**src/rtl/fp_lfsr_pkg.sv**
```systemverilog
// Package fp_lfsr_pkg
// Shared constants and the table of feedback tap masks. A mask has bit i set
// when register bit i feeds the XNOR. Every listed mask gives a maximal
// (2^W - 1) cycle in left-shift form with XNOR feedback. Widths not listed
// return zero, and the top module rejects them at elaboration.
package fp_lfsr_pkg;

    localparam int MAX_WIDTH = 32;
    localparam int MIN_WIDTH = 3;

    // Returns the tap mask for a register of the given width.
    function automatic logic [MAX_WIDTH-1:0] tap_mask(input int width);
        logic [MAX_WIDTH-1:0] m;
        m = '0;
        case (width)
            3:  begin m[2] = 1'b1; m[1] = 1'b1; end
            4:  begin m[3] = 1'b1; m[2] = 1'b1; end
            5:  begin m[4] = 1'b1; m[2] = 1'b1; end
            6:  begin m[5] = 1'b1; m[4] = 1'b1; end
            7:  begin m[6] = 1'b1; m[5] = 1'b1; end
            8:  begin m[7] = 1'b1; m[3] = 1'b1; m[2] = 1'b1; m[1] = 1'b1; end
            16: begin m[15] = 1'b1; m[14] = 1'b1; m[12] = 1'b1; m[3] = 1'b1; end
            32: begin m[31] = 1'b1; m[21] = 1'b1; m[1] = 1'b1; m[0] = 1'b1; end
            default: m = '0;
        endcase
        return m;
    endfunction

endpackage

```
**src/rtl/fp_lfsr_tap_net.sv**
```systemverilog
// Module fp_lfsr_tap_net
// Forms the plain feedback bit as the XNOR of the register bits chosen by
// TAP_MASK. Purely combinational. Assumes TAP_MASK has at least two bits set,
// and that bit WIDTH-1 is among them, so that all ones is the only lockup
// state of the plain loop.
module fp_lfsr_tap_net #(
    parameter int               WIDTH    = 4,
    parameter logic [WIDTH-1:0] TAP_MASK = '0
) (
    input  logic [WIDTH-1:0] cur_state,
    output logic             fb_plain
);

    logic [WIDTH-1:0] tapped;

    // Keep only the tap positions, one gate per bit.
    for (genvar i = 0; i < WIDTH; i++) begin : g_tap
        if (TAP_MASK[i]) begin : g_on
            assign tapped[i] = cur_state[i];
        end else begin : g_off
            assign tapped[i] = 1'b0;
        end
    end

    // XNOR reduction of the kept bits.
    always_comb begin
        fb_plain = ~(^tapped);
    end

endmodule

```
**src/rtl/fp_lfsr_lockup_gate.sv**
```systemverilog
// Module fp_lfsr_lockup_gate
// Extends the cycle to cover the all-ones state. When the low WIDTH-1 bits
// are all ones, the state is either 0111..1 or 1111..1. Flipping the plain
// feedback then sends 0111..1 into 1111..1 and 1111..1 on to 1111..10,
// which joins the skipped state into the cycle. Assumes XNOR feedback with
// the MSB as a tap.
module fp_lfsr_lockup_gate #(
    parameter int WIDTH = 4
) (
    input  logic [WIDTH-2:0] low_bits,
    input  logic             fb_plain,
    output logic             fb_ext,
    output logic             near_lockup
);

    // Detect the pattern next to the lockup state.
    always_comb begin
        near_lockup = &low_bits;
    end

    // Invert the feedback bit while the pattern is present.
    always_comb begin
        fb_ext = fb_plain ^ near_lockup;
    end

endmodule

```
**src/rtl/fp_lfsr_state_reg.sv**
```systemverilog
// Module fp_lfsr_state_reg
// Holds the sequence state. Priority on each edge: reset, then seed load,
// then step, else hold. A step shifts left and puts the feedback bit in bit 0.
module fp_lfsr_state_reg #(
    parameter int               WIDTH       = 4,
    parameter logic [WIDTH-1:0] RESET_STATE = '0
) (
    input  logic             clk,
    input  logic             rst_n,
    input  logic             step_en,
    input  logic             seed_load,
    input  logic [WIDTH-1:0] seed,
    input  logic             fb_in,
    output logic [WIDTH-1:0] state_q
);

    logic [WIDTH-1:0] state_d;

    // Select the next state from the control inputs.
    always_comb begin
        if (seed_load) begin
            state_d = seed;
        end else if (step_en) begin
            state_d = {state_q[WIDTH-2:0], fb_in};
        end else begin
            state_d = state_q;
        end
    end

    // State register with synchronous active-low reset.
    always_ff @(posedge clk) begin
        if (!rst_n) begin
            state_q <= RESET_STATE;
        end else begin
            state_q <= state_d;
        end
    end

endmodule

```
**src/rtl/fp_lfsr.sv**
```systemverilog
// Module fp_lfsr
// Full-period shift-register sequence generator. Its 2^WIDTH cycle includes
// the all-ones state, so out_bit is one in exactly half of the states.
// Assumes WIDTH has a tap set in fp_lfsr_pkg. Other widths stop elaboration.
module fp_lfsr #(
    parameter int WIDTH = 4
) (
    input  logic             clk,
    input  logic             rst_n,
    input  logic             step_en,
    input  logic             seed_load,
    input  logic [WIDTH-1:0] seed,
    output logic [WIDTH-1:0] state,
    output logic             out_bit
);

    localparam logic [fp_lfsr_pkg::MAX_WIDTH-1:0] TAP_ALL  = fp_lfsr_pkg::tap_mask(WIDTH);
    localparam logic [WIDTH-1:0]                  TAP_MASK = TAP_ALL[WIDTH-1:0];
    localparam logic [WIDTH-1:0]                  RST_VAL  = '0;

    // Reject widths with no tap set or outside the supported range.
    if (WIDTH < fp_lfsr_pkg::MIN_WIDTH || WIDTH > fp_lfsr_pkg::MAX_WIDTH || TAP_ALL == '0) begin : g_bad_width
        $error("fp_lfsr: no tap set for WIDTH=%0d", WIDTH);
    end

    logic fb_plain;
    logic fb_ext;
    logic near_lockup;

    fp_lfsr_tap_net #(
        .WIDTH    (WIDTH),
        .TAP_MASK (TAP_MASK)
    ) tap_i (
        .cur_state (state),
        .fb_plain  (fb_plain)
    );

    fp_lfsr_lockup_gate #(
        .WIDTH (WIDTH)
    ) gate_i (
        .low_bits    (state[WIDTH-2:0]),
        .fb_plain    (fb_plain),
        .fb_ext      (fb_ext),
        .near_lockup (near_lockup)
    );

    fp_lfsr_state_reg #(
        .WIDTH       (WIDTH),
        .RESET_STATE (RST_VAL)
    ) reg_i (
        .clk       (clk),
        .rst_n     (rst_n),
        .step_en   (step_en),
        .seed_load (seed_load),
        .seed      (seed),
        .fb_in     (fb_ext),
        .state_q   (state)
    );

    // Serial output: the bit about to leave the register.
    always_comb begin
        out_bit = state[WIDTH-1];
    end

endmodule

```
**config.mk**
```make
export PLATFORM = sky130hd
export DESIGN_NAME = fp_lfsr
export DESIGN_NICKNAME = d
export VERILOG_FILES = /design/src/rtl/fp_lfsr_pkg.sv /design/src/rtl/fp_lfsr_tap_net.sv /design/src/rtl/fp_lfsr_lockup_gate.sv /design/src/rtl/fp_lfsr_state_reg.sv /design/src/rtl/fp_lfsr.sv
export SDC_FILE = /design/constraint.sdc
export NUM_CORES = 1
export LEC_CHECK = 0
export ABC_AREA = 1
export BUFFER_PORTS_ARGS = -buffer_cell sky130_fd_sc_hd__buf_2
export CAP_MARGIN = 5
export CORE_AREA = 2 2 39 41
export DETAILED_ROUTE_END_ITERATION = 10
export DIE_AREA = 0 0 41 43
export GPL_ROUTABILITY_DRIVEN = 0
export HOLD_SLACK_MARGIN = 0.02
export MAX_ROUTING_LAYER = met4
export PLACE_DENSITY = 0.47
export SYNTH_ARGS = -nofsm -noshare
export SYNTH_HDL_FRONTEND = slang
export SYNTH_SLANG_ARGS = --single-unit
```
**constraint.sdc**
```tcl
create_clock -name clk -period 1.26 [get_ports clk]
set_clock_uncertainty 0.15 [all_clocks]
set_input_delay 0.063 -clock clk [delete_from_list [all_inputs] [get_ports clk]]
set_output_delay 0.063 -clock clk [all_outputs]
set_load 0.01 [all_outputs]
```
==> Word level (Yosys, flattened, before mapping) <==
Index checks and enable logic that the tools add are counted.
{ "totals": {"ramBits": 0, "latch_bits": 0, "romBits": 0, "out_inout_bits": 5, "mem_count": 0, "ff_bits": 4, "input_bits": 8, "word_cells": 8} }
{ "classes": {"n_mux": 2, "order_cmp": 0, "eq_ne": 0, "n_shift": 0, "n_addsub": 0, "n_mul": 0, "n_bitwise": 2, "div_mod_pow": 0, "n_reduce_logical": 3} }
{ "op_table": {"columns": ["cell", "count"], "rows": [
  ["two-way mux 4 bit", 2],
  ["parity 4 bit", 1],
  ["AND reduction 3 bit", 1],
  ["nonzero test 2 bit", 1],
  ["NOT 1 bit", 1],
  ["bitwise XOR 1 bit", 1]
]} }

==> Logic depth before layout (Yosys ltp) <==
Gate-level depths: netlist (run 1).
{ "logic_depth": {"depth_word": 5, "ltp_mapped": 6, "mapped_depth_nobuf": 6} }

==> Cells and area by module <==
From an unflattened synthesis (run 1), not the netlist that was laid out.
{ "hier_totals": {"hier_cells": 45, "hier_area_um2": 251.5} }
{ "modules_own_cells": {"columns": ["mod", "seq_area_each_um2", "n_inst", "area_per_inst_um2", "cells_per_inst"], "rows": [
  ["fp_lfsr_state_reg", 80.1, 1, 198.9, 33],
  ["fp_lfsr_lockup_gate", 0.0, 1, 26.3, 6],
  ["fp_lfsr_tap_net", 0.0, 1, 18.8, 5],
  ["fp_lfsr", 0.0, 1, 7.5, 1]
]} }

==> Least setup slack after synthesis (run 1) <==
No wires, ideal clock.
{ "synth_timing": {"path_kind": "reg2reg", "start": "register reg_i.state_q[1]", "end": "register reg_i.state_q[0]", "slack_ns": 0.315, "arrival_ns": 0.677, "setup_ns": 0.118, "n_path_buf": 0, "required_ns": 0.992, "stages_incl_launch_ff": 6, "synth_period_minus_slack_ns": 0.945, "cell_sequence": "dfxtp_1 -> nand2_1 -> nand2_1 -> nand2_1 -> nand3_1 -> a21oi_1"} }
{ "synth_via": {"elab_chain_len": 4} }
{ "synth_rtl": {"columns": ["item", "line", "source"], "rows": [
  ["from (decl)", "fp_lfsr_state_reg.sv:14", "output logic [WIDTH-1:0] state_q"],
  ["from (signal assigned)", "fp_lfsr_state_reg.sv:35", "state_q <= state_d;"],
  ["AND reduction 3 bit", "fp_lfsr_lockup_gate.sv:18", "near_lockup = &low_bits;"],
  ["bitwise XOR 1 bit", "fp_lfsr_lockup_gate.sv:23", "fb_ext = fb_plain ^ near_lockup;"],
  ["two-way mux 4 bit", "fp_lfsr_state_reg.sv:23", "end else if (step_en) begin"],
  ["two-way mux 4 bit", "fp_lfsr_state_reg.sv:21", "if (seed_load) begin"]
]} }
No other way between the ends. The select of a mux whose other input is x is not followed.
A chain may end at the register's enable or synchronous reset.

==> Final worst setup path (run 1) <==
{ "layout_timing": {"start": "register reg_i.state_q[2]", "end": "output state[2]"} }
{ "layout_rtl": {"columns": ["item", "line", "source"], "rows": [
  ["to (decl)", "fp_lfsr.sv:13", "output logic [WIDTH-1:0] state,"]
]} }
No word-level cell between the ends.

==> flow_metrics.py, run 1 <==
metrics = {
    "setup_path": {
        "crit_type": "reg -> out",
        "path_delay_family": "flip-flops",
        "cp-start-kind": "flop",
        "required_ps": 1050,
        "slowest_stage": "dfxtp_1",
        "critPathMaxStageDelay_ps": 390,
        "arrival_ps": 790,
        "crit_fanout": 5,
        "critPathCaptureType": "output port",
        "path_cells": "buf_2",
        "worst-path-buf-inv": 1,
    },
    "timing": {
        "fin_crit_ps": 999.1,
        "rsz0062_at_grt": "no",
        "setup_tns_ps": 0,
        "slew_violations": 0,
        "slew_headroom": 0.8829,
        "fin_crit_sh": 0.7930,
        "max_freq_mhz": 1001,
        "worst_slack_ps": 260.9,
        "hold_viol": 0,
        "setup_violations": 0,
        "worst_pin_slew_ps": 175.5,
    },
    "global_routing": {
        "grt_pass1_vias": 215,
        "grtUsageMet3": 0.03141,
        "antenna_found_initial": 0,
        "use_met2": 0.1000,
        "met1_usage": 0.07006,
        "grt_pass1_wl_microns": 800,
        "grt_max_degree": 7,
        "grt-ovfl-total": 0,
        "busiest_layer": "met2",
        "grt_usage": 0.07692,
    },
    "worst_hold_path": {
        "hp-class": "in -> reg",
    },
    "routing": {
        "ant_nets": 0,
        "wl_per_cell_microns": 7.971,
        "drc": 0,
        "routed_wl_microns": 558,
        "firstDrtPassIters": 4,
        "vias_per_cell": 3.686,
        "routed-via-count": 258,
        "drt-initial-drc-count": 2,
    },
    "synthesis": {
        "ys_ff_latch": 4,
        "yosysWarnings": 0,
        "synth_cells": 36,
        "syn-mean-instance-area_sq_um": 6.117,
        "synth_xor_area_frac": 0,
        "synth_compound_area_frac": 0.05682,
        "synth_top_family_by_area": "simple AND/OR/NAND/NOR gates",
        "synthArstFlopShare": 0,
        "ys_top_cells_by_area": "dfxtp_1 (36%), nand2_1 (27%), nand3_1 (11%), inv_1 (10%), nor2_2 (5.7%)",
        "ys_seq_area_frac": 0.3636,
        "syn_nets": 44,
        "synth_top_area_frac": 0.3636,
        "synth-edff-count": 0,
        "syn_area_sq_um": 220.2,
        "muxShareOfSynthArea": 0,
        "synth.most_common_cell": "nand2_1",
        "synth_top_area_cell": "dfxtp_1",
        "synth_common_cells": "nand2_1 (16), inv_1 (6), nand3_1 (5), dfxtp_1 (4), nor2_2 (2)",
        "yosys.area_share.adder": 0,
        "synth_ff_type": "dfxtp_1",
        "ys_types": 8,
        "synth_simple_gate_area_share": 0.4432,
    },
    "final_layout": {
        "regMostFlops": "reg_i.state_q",
        "final_cells": 70,
        "reg_top3": "reg_i.state_q: 4 flops",
        "nNetsFinal": 64,
        "design_area_sq_um": 355.3,
        "area_delta_synth_final_pct": 61.36,
        "drive_above_1_share": 0.3148,
        "antennaDiodeCount": 0,
        "largest_register_ffs": 4,
        "fill_cells": 161,
    },
    "clocking": {
        "tritoncts": "yes",
        "cts_setup_buffers": 0,
        "cts-resized-gates": 0,
        "h-tree-depth": 1,
        "hold_buffers": 4,
        "max-clock-path-buffers": 2,
        "cts-root-buf": "clkbuf_4",
        "insertion_delay_ps": 230,
        "clk_pin_slew_worst_paths_ps": 40,
        "cts_made_buffers": 3,
        "cts.sinks": 4,
    },
    "placed_design": {
        "portBuffers": 12,
        "postPlaceCellArea_sq_um": 292.8,
        "dpl_worst_slack_ps": 318.2,
        "dp_hpwl_microns": 470.1,
        "dp_cells": 63,
    },
    "status": {
        "outcome": "finished, final reports clean",
    },
    "die": {
        "core_area_sq_um": 1384,
        "die_h_microns": 43,
        "rows": 14,
        "io_pins": 13,
        "die_w_microns": 41,
        "dieArea_sq_um": 1763,
        "start_util": 0.1591,
    },
    "job": {
        "drv_cap": 0,
    },
    "pwr": {
        "power_leakage_nw": 0.1997,
        "peakVddDrop_mv": 0.4232,
        "power_density_nw_per_um2": 1024,
    },
}
==> kinds of logic (layout without fill, tap and decap cells) <==
logic type | count (synthesis) | count (layout)
flops | 4 | 4
simple gates | 23 | 23
compound gates | 2 | 2
buf+inv | 7 | 25
==> layout make-up <==
cell class / instances / area, sq um / share of cell area
timing repair buffer: 16 / 100.1 / 0.2817
inverter: 6 / 22.52 / 0.06338
sequential: 4 / 80.08 / 0.2254
clock buffer: 3 / 22.52 / 0.06338
tap: 16 / 20.02 / 0.05634
multi-input combinational: 25 / 110.1 / 0.3099
==> per-layer routing <==
layer,vias to the layer above,share of wire
li1,146,-
met1,105,0.44
met2,7,0.49
met3,0,0.068
met4,0,0
met5,-,0
==> tightest hold or removal path: cells and delay by family <==
family / cells / cell delay (ps)
buffers and inverters: 1 / 90
and+or+nand+nor: 1 / 50
AOI/OAI and AO/OA: 2 / 180
==> worst paths after layout <==
path                    startpoint          endpoint  slack [ps]  cells past startpoint
setup / recovery  reg_i.state_q[2]          state[2]         260                      1
hold / removal             step_en  reg_i.state_q[0]          60                      4
hold reg to reg   reg_i.state_q[0]  reg_i.state_q[0]         420                      2
setup reg to reg  reg_i.state_q[1]  reg_i.state_q[0]         330                      4
==> where the power goes <==
part           switching, W  internal [W]  total (W)
logic             0.0000320     0.0000344  0.0000664
registers        0.00000817      0.000136   0.000144
clock network     0.0000474      0.000106   0.000154
total             0.0000876      0.000276   0.000364
==> stage by stage <==
stage          hold WS [ps]  total power (W)    util
5_1_grt               82.51        0.0003898  0.2568
6_report              55.25        0.0003638  0.2568
3_3_place_gp          147.0        0.0002039  0.2116
2_1_floorplan         10.63        0.0001763       -
3_5_place_dp          153.3        0.0002043  0.2116
4_1_cts               49.91        0.0003755  0.2568
==> placed cells by master, fill, tap and decap left out <==
cell and count:
inv_1 6, buf_2 12, nor2_2 2, nand3_1 5
dlygate4sd3_1 4, a21boi_1 1, dfxtp_1 4, nand2_1 16
a21oi_1 1, clkbuf_4 3
No activity file was read; power rests on OpenSTA's default activity.
==> inputs of run 2 (changes only) <==
- clock period: 1.26 -> 1 ns (I/O delays scaled with it)
==> run 2 against run 1 <==
Combinational power grew 32%. Clock-buffer cell count unchanged. Die area unchanged. Sequential share of layout area grew 0.13 points. Non-clock buffer count did not move. Hold slack worse by 25 ps. Sequential power grew 28%. First-iteration DRC count fell by 50%. Final area rose by 5.6%. Register-to-register slack lost 240 ps. Highest routed layer unchanged.
==> flow_metrics.py, run 2 (synthesis results as in run 1) <==
metrics = {
    "pwr": {
        "power_w": 0.0004674,
        "power_density_nw_per_um2": 1245,
        "power_leakage_nw": 0.2088,
        "peakVddDrop_mv": 0.3021,
    },
    "die": {
        "io_pins": 13,
        "start_util": 0.1591,
        "die_w_microns": 41,
        "die_h_microns": 43,
        "rows": 14,
        "dieArea_sq_um": 1763,
        "core_area_sq_um": 1384,
    },
    "routing": {
        "wl_per_cell_microns": 7.614,
        "wl_met2_microns": 253,
        "drt-initial-drc-count": 1,
        "ant_nets": 0,
        "firstDrtPassIters": 4,
        "drt-met1-wl_microns": 234,
        "routed_wl_microns": 533,
        "routed-via-count": 257,
        "drc": 0,
        "vias_per_cell": 3.671,
        "top_layer": "met3",
        "wl_met3_microns": 44,
    },
    "setup_path": {
        "crit_type": "in -> reg",
        "critPathLaunch": "seed[2]",
        "arrival_ps": 930,
        "required_ps": 980,
        "cp-start-kind": "input pin",
        "worstReg2RegStart": "reg_i.state_q[1]",
        "crit_fanout": 1,
        "critPathCaptureType": "flop",
    },
    "timing": {
        "worst_pin_slew_ps": 176.1,
        "slew_violations": 0,
        "hold_viol": 0,
        "slew_headroom": 0.8825,
        "fin_crit_ps": 954.5,
        "fin_crit_sh": 0.9545,
        "max_freq_mhz": 1048,
        "setup_violations": 0,
    },
    "final_layout": {
        "reg_top3": "reg_i.state_q: 4 flops",
        "regMostFlops": "reg_i.state_q",
        "antennaDiodeCount": 0,
        "layout_commonest_cell": "nand2_1",
        "design_area_sq_um": 375.4,
        "nNetsFinal": 64,
        "area_delta_synth_final_pct": 70.45,
        "final_cell_mix": "nand2_1 (14), buf_2 (12), inv_1 (6)",
        "drive_above_1_share": 0.4630,
        "largest_register_ffs": 4,
    },
    "clocking": {
        "max-clock-path-buffers": 2,
        "h-tree-depth": 1,
        "cts.sinks": 4,
        "clk_pin_slew_worst_paths_ps": 40,
        "cts_made_buffers": 3,
        "cts_setup_buffers": 0,
        "cts-root-buf": "clkbuf_4",
        "tritoncts": "yes",
        "insertion_delay_ps": 230,
    },
    "worst_hold_path": {
        "hp-class": "in -> reg",
        "holdCritStartpoint": "step_en",
    },
    "global_routing": {
        "antenna_found_initial": 0,
        "grt_pass1_vias": 226,
        "grt-ovfl-total": 0,
        "grt_pass1_wl_microns": 834,
        "grt_usage": 0.07811,
        "grt_max_degree": 7,
    },
    "status": {
        "outcome": "finished, final reports clean",
    },
    "placed_design": {
        "portBuffers": 12,
        "dp_hpwl_microns": 435.6,
        "postPlaceCellArea_sq_um": 292.8,
    },
    "job": {
        "drv_cap": 0,
    },
}
## run 2: cell counts in the layout (fill, tap and decap cells not counted)
Identical to the previous run, type by type.
## run 2: cell type report
type / instances / area, sq um
fillers: 170 / 1008
multi-input cells: 25 / 125.1
inverters: 6 / 22.52
flip-flops and latches: 4 / 85.08
clock buffers: 3 / 22.52
repair buffers: 16 / 100.1
well taps: 16 / 20.02
## run 2: final timing paths
kind	endpoint	slack, ps	cells past startpoint
worst max-delay path	reg_i.state_q[2]	50	6
worst min-delay path	reg_i.state_q[0]	30	4
worst max register to register	reg_i.state_q[0]	90	5
worst min register to register	reg_i.state_q[0]	400	2
## run 2: timing repair
item / in CTS / in global routing
resized for setup: 0 / 8
hold buffers: 4 / 0
endpoints found under the hold margin: 4 / 0
setup endpoints to repair: 0 / 4
## run 2: routing by layer
layer,up-vias,track usage
met1,105,0.07692
met3,0,0.04712
li1,145,-
met2,7,0.1063
met4,0,0.06000
met5,-,-
## run 2: worst max-delay path, cell delays in order
cell	delay [ps]
dlygate4sd3_1	530
buf_2	120
nand2_1	60
nand3_1	80
nand2_1	60
inv_1	30
## run 2: where the power goes
group          leakage (nW)  internal, W  switching (W)
clock                0.0138     0.000134      0.0000616
combinational         0.161    0.0000453      0.0000426
sequential           0.0344     0.000173      0.0000108
total                 0.209     0.000352       0.000115
## run 2: metrics by stage
stage | setup slack, ps | utilization | hold slack [ps] | instances | TNS [ps]
CTS | 6.592 | 0.2568 | 26.64 | 70 | 0
detailed placement | 65.03 | 0.2116 | 140.0 | 63 | 0
finish | 45.52 | 0.2712 | 29.99 | 70 | 0
global route | -0.1046 | 0.2712 | 75.11 | 70 | -0.1046
floorplan | 54.94 | - | -2.369 | 36 | 0
global placement | 71.48 | 0.2116 | 133.0 | 63 | 0
==> inputs of run 3 (changes only) <==
- GPL_TIMING_DRIVEN: unset -> 0
- PLACE_DENSITY: 0.47 -> unset
- PLACE_DENSITY_LB_ADDON: unset -> 0.1
==> run 3 against run 2 <==
Critical path depth unchanged. Sequential cell count stayed put. Register-to-register slack worse by 40 ps. Combinational power up 4.2%. Critical path type unchanged. Largest cell class unchanged. Largest power group unchanged. Highest routed layer unchanged.
==> flow_metrics.py, run 3 (synthesis results as in run 1) <==
metrics = {
    "placed_design": {
        "dp_hpwl_microns": 462.8,
        "dp_cells": 64,
        "portBuffers": 12,
    },
    "timing": {
        "max_freq_mhz": 1051,
        "setup_tns_ps": 0,
        "setup_violations": 0,
        "slew_headroom": 0.8829,
        "fin_crit_sh": 0.9511,
        "rsz0062_at_grt": "yes",
        "worst_pin_slew_ps": 175.4,
        "whs_ps": 43.86,
        "slew_violations": 0,
        "hold_viol": 0,
        "fin_crit_ps": 951.1,
    },
    "routing": {
        "vias_per_cell": 3.915,
        "routed_wl_microns": 600,
        "firstDrtPassIters": 4,
        "drt-initial-drc-count": 7,
        "drc": 0,
        "wl_per_cell_microns": 8.451,
        "routed-via-count": 278,
        "ant_nets": 0,
    },
    "setup_path": {
        "required_ps": 970,
        "crit_type": "in -> reg",
        "path_delay_family": "buffers and inverters",
        "crit_fanout": 1,
        "path_cells": "dlygate4sd3_1, buf_2, nand2_1, nand3_2, nand2_1, inv_1",
        "cp-start-kind": "input pin",
        "critPathCaptureType": "flop",
        "critPathMaxStageDelay_ps": 530,
        "cp_common_cell": "nand2_1",
        "arrival_ps": 930,
        "slowest_stage": "dlygate4sd3_1",
        "worst-path-buf-inv": 3,
    },
    "job": {
        "drv_cap": 0,
    },
    "clocking": {
        "h-tree-depth": 1,
        "max-clock-path-buffers": 2,
        "tritoncts": "yes",
        "insertion_delay_ps": 230,
        "clk_pin_slew_worst_paths_ps": 30,
        "cts-root-buf": "clkbuf_4",
        "cts_made_buffers": 3,
        "cts.sinks": 4,
    },
    "worst_hold_path": {
        "hp-class": "in -> reg",
    },
    "global_routing": {
        "grt_usage": 0.08941,
        "grt_pass1_wl_microns": 993,
        "grt_max_degree": 7,
        "grt_pass1_vias": 273,
        "grt-ovfl-total": 0,
        "antenna_found_initial": 0,
    },
    "die": {
        "die_w_microns": 41,
        "dieArea_sq_um": 1763,
        "rows": 14,
        "io_pins": 13,
        "die_h_microns": 43,
        "start_util": 0.1591,
        "core_area_sq_um": 1384,
    },
    "final_layout": {
        "drive_above_1_share": 0.4182,
        "final_cell_mix": "nand2_1 (16), buf_2 (11), inv_1 (6)",
        "reg_top3": "reg_i.state_q: 4 flops",
        "antennaDiodeCount": 0,
        "nNetsFinal": 65,
        "largest_register_ffs": 4,
        "regMostFlops": "reg_i.state_q",
        "utilization": 0.2740,
        "final_cells": 71,
        "layout_commonest_cell": "nand2_1",
        "area_delta_synth_final_pct": 72.16,
    },
    "pwr": {
        "power_leakage_nw": 0.2124,
        "peakVddDrop_mv": 0.3044,
        "power_density_nw_per_um2": 1237,
    },
    "status": {
        "outcome": "finished, final reports clean",
    },
}
==> run 3: worst reg2reg max path: cells and delay by family (launching register included) <==
| family | cells | cell delay [ps] |
|---|---|---|
| buffers and inverters | 2 | 170 |
| DFF | 1 | 330 |
| and+or+nand+nor | 3 | 200 |
==> run 3: path summary, 6_finish.rpt <==
kind                                       start               end  slack (ps)  cells after the start
worst max-delay path                     seed[3]  reg_i.state_q[3]          50                      6
worst min-delay path                     step_en  reg_i.state_q[0]          40                      4
worst max register to register  reg_i.state_q[3]  reg_i.state_q[3]          50                      5
worst min register to register  reg_i.state_q[1]  reg_i.state_q[2]         420                      4
==> run 3: layer usage <==
| layer | up-vias | wire length (microns) | global-route usage |
|---|---|---|---|
| li1 | 147 | - | - |
| met1 | 124 | 268 | 0.09615 |
| met2 | 7 | 279 | 0.1188 |
| met3 | 0 | 52 | 0.03665 |
| met4 | 0 | 0 | 0.08000 |
| met5 | - | 0 | - |
==> run 3: final cells by class <==
| type | count | area [sq um] |
|---|---|---|
| fill | 166 | 1005 |
| sequential | 4 | 85.08 |
| timing repair buffer | 17 | 113.9 |
| inverter | 6 | 22.52 |
| tap | 16 | 20.02 |
| multi-input combinational | 25 | 115.1 |
| clock buffer | 3 | 22.52 |
==> run 3: power by group <==
| part | total [W] | internal [W] | switching, W |
|---|---|---|---|
| combinational | 0.0000916 | 0.0000493 | 0.0000423 |
| sequential | 0.000184 | 0.000173 | 0.0000106 |
| clock | 0.000194 | 0.000134 | 0.0000598 |
==> run 3: repair_timing <==
action	CTS	global route
gates resized for setup	2	4
buffers inserted	1	0
endpoints found under the hold margin	4	0
hold buffers	4	0
endpoints found under the setup margin	1	3
==> run 3: stage by stage <==
step / area, sq um / power [W] / worst slack [ps]
global placement: 300.3 / 0.0002621 / 52.00
finish: 379.1 / 0.0004690 / 48.95
detailed placement: 300.3 / 0.0002610 / 57.99
floorplan: 220.2 / 0.0002222 / 54.94
global route: 379.1 / 0.0005167 / -6.563
CTS: 370.4 / 0.0004810 / 4.285
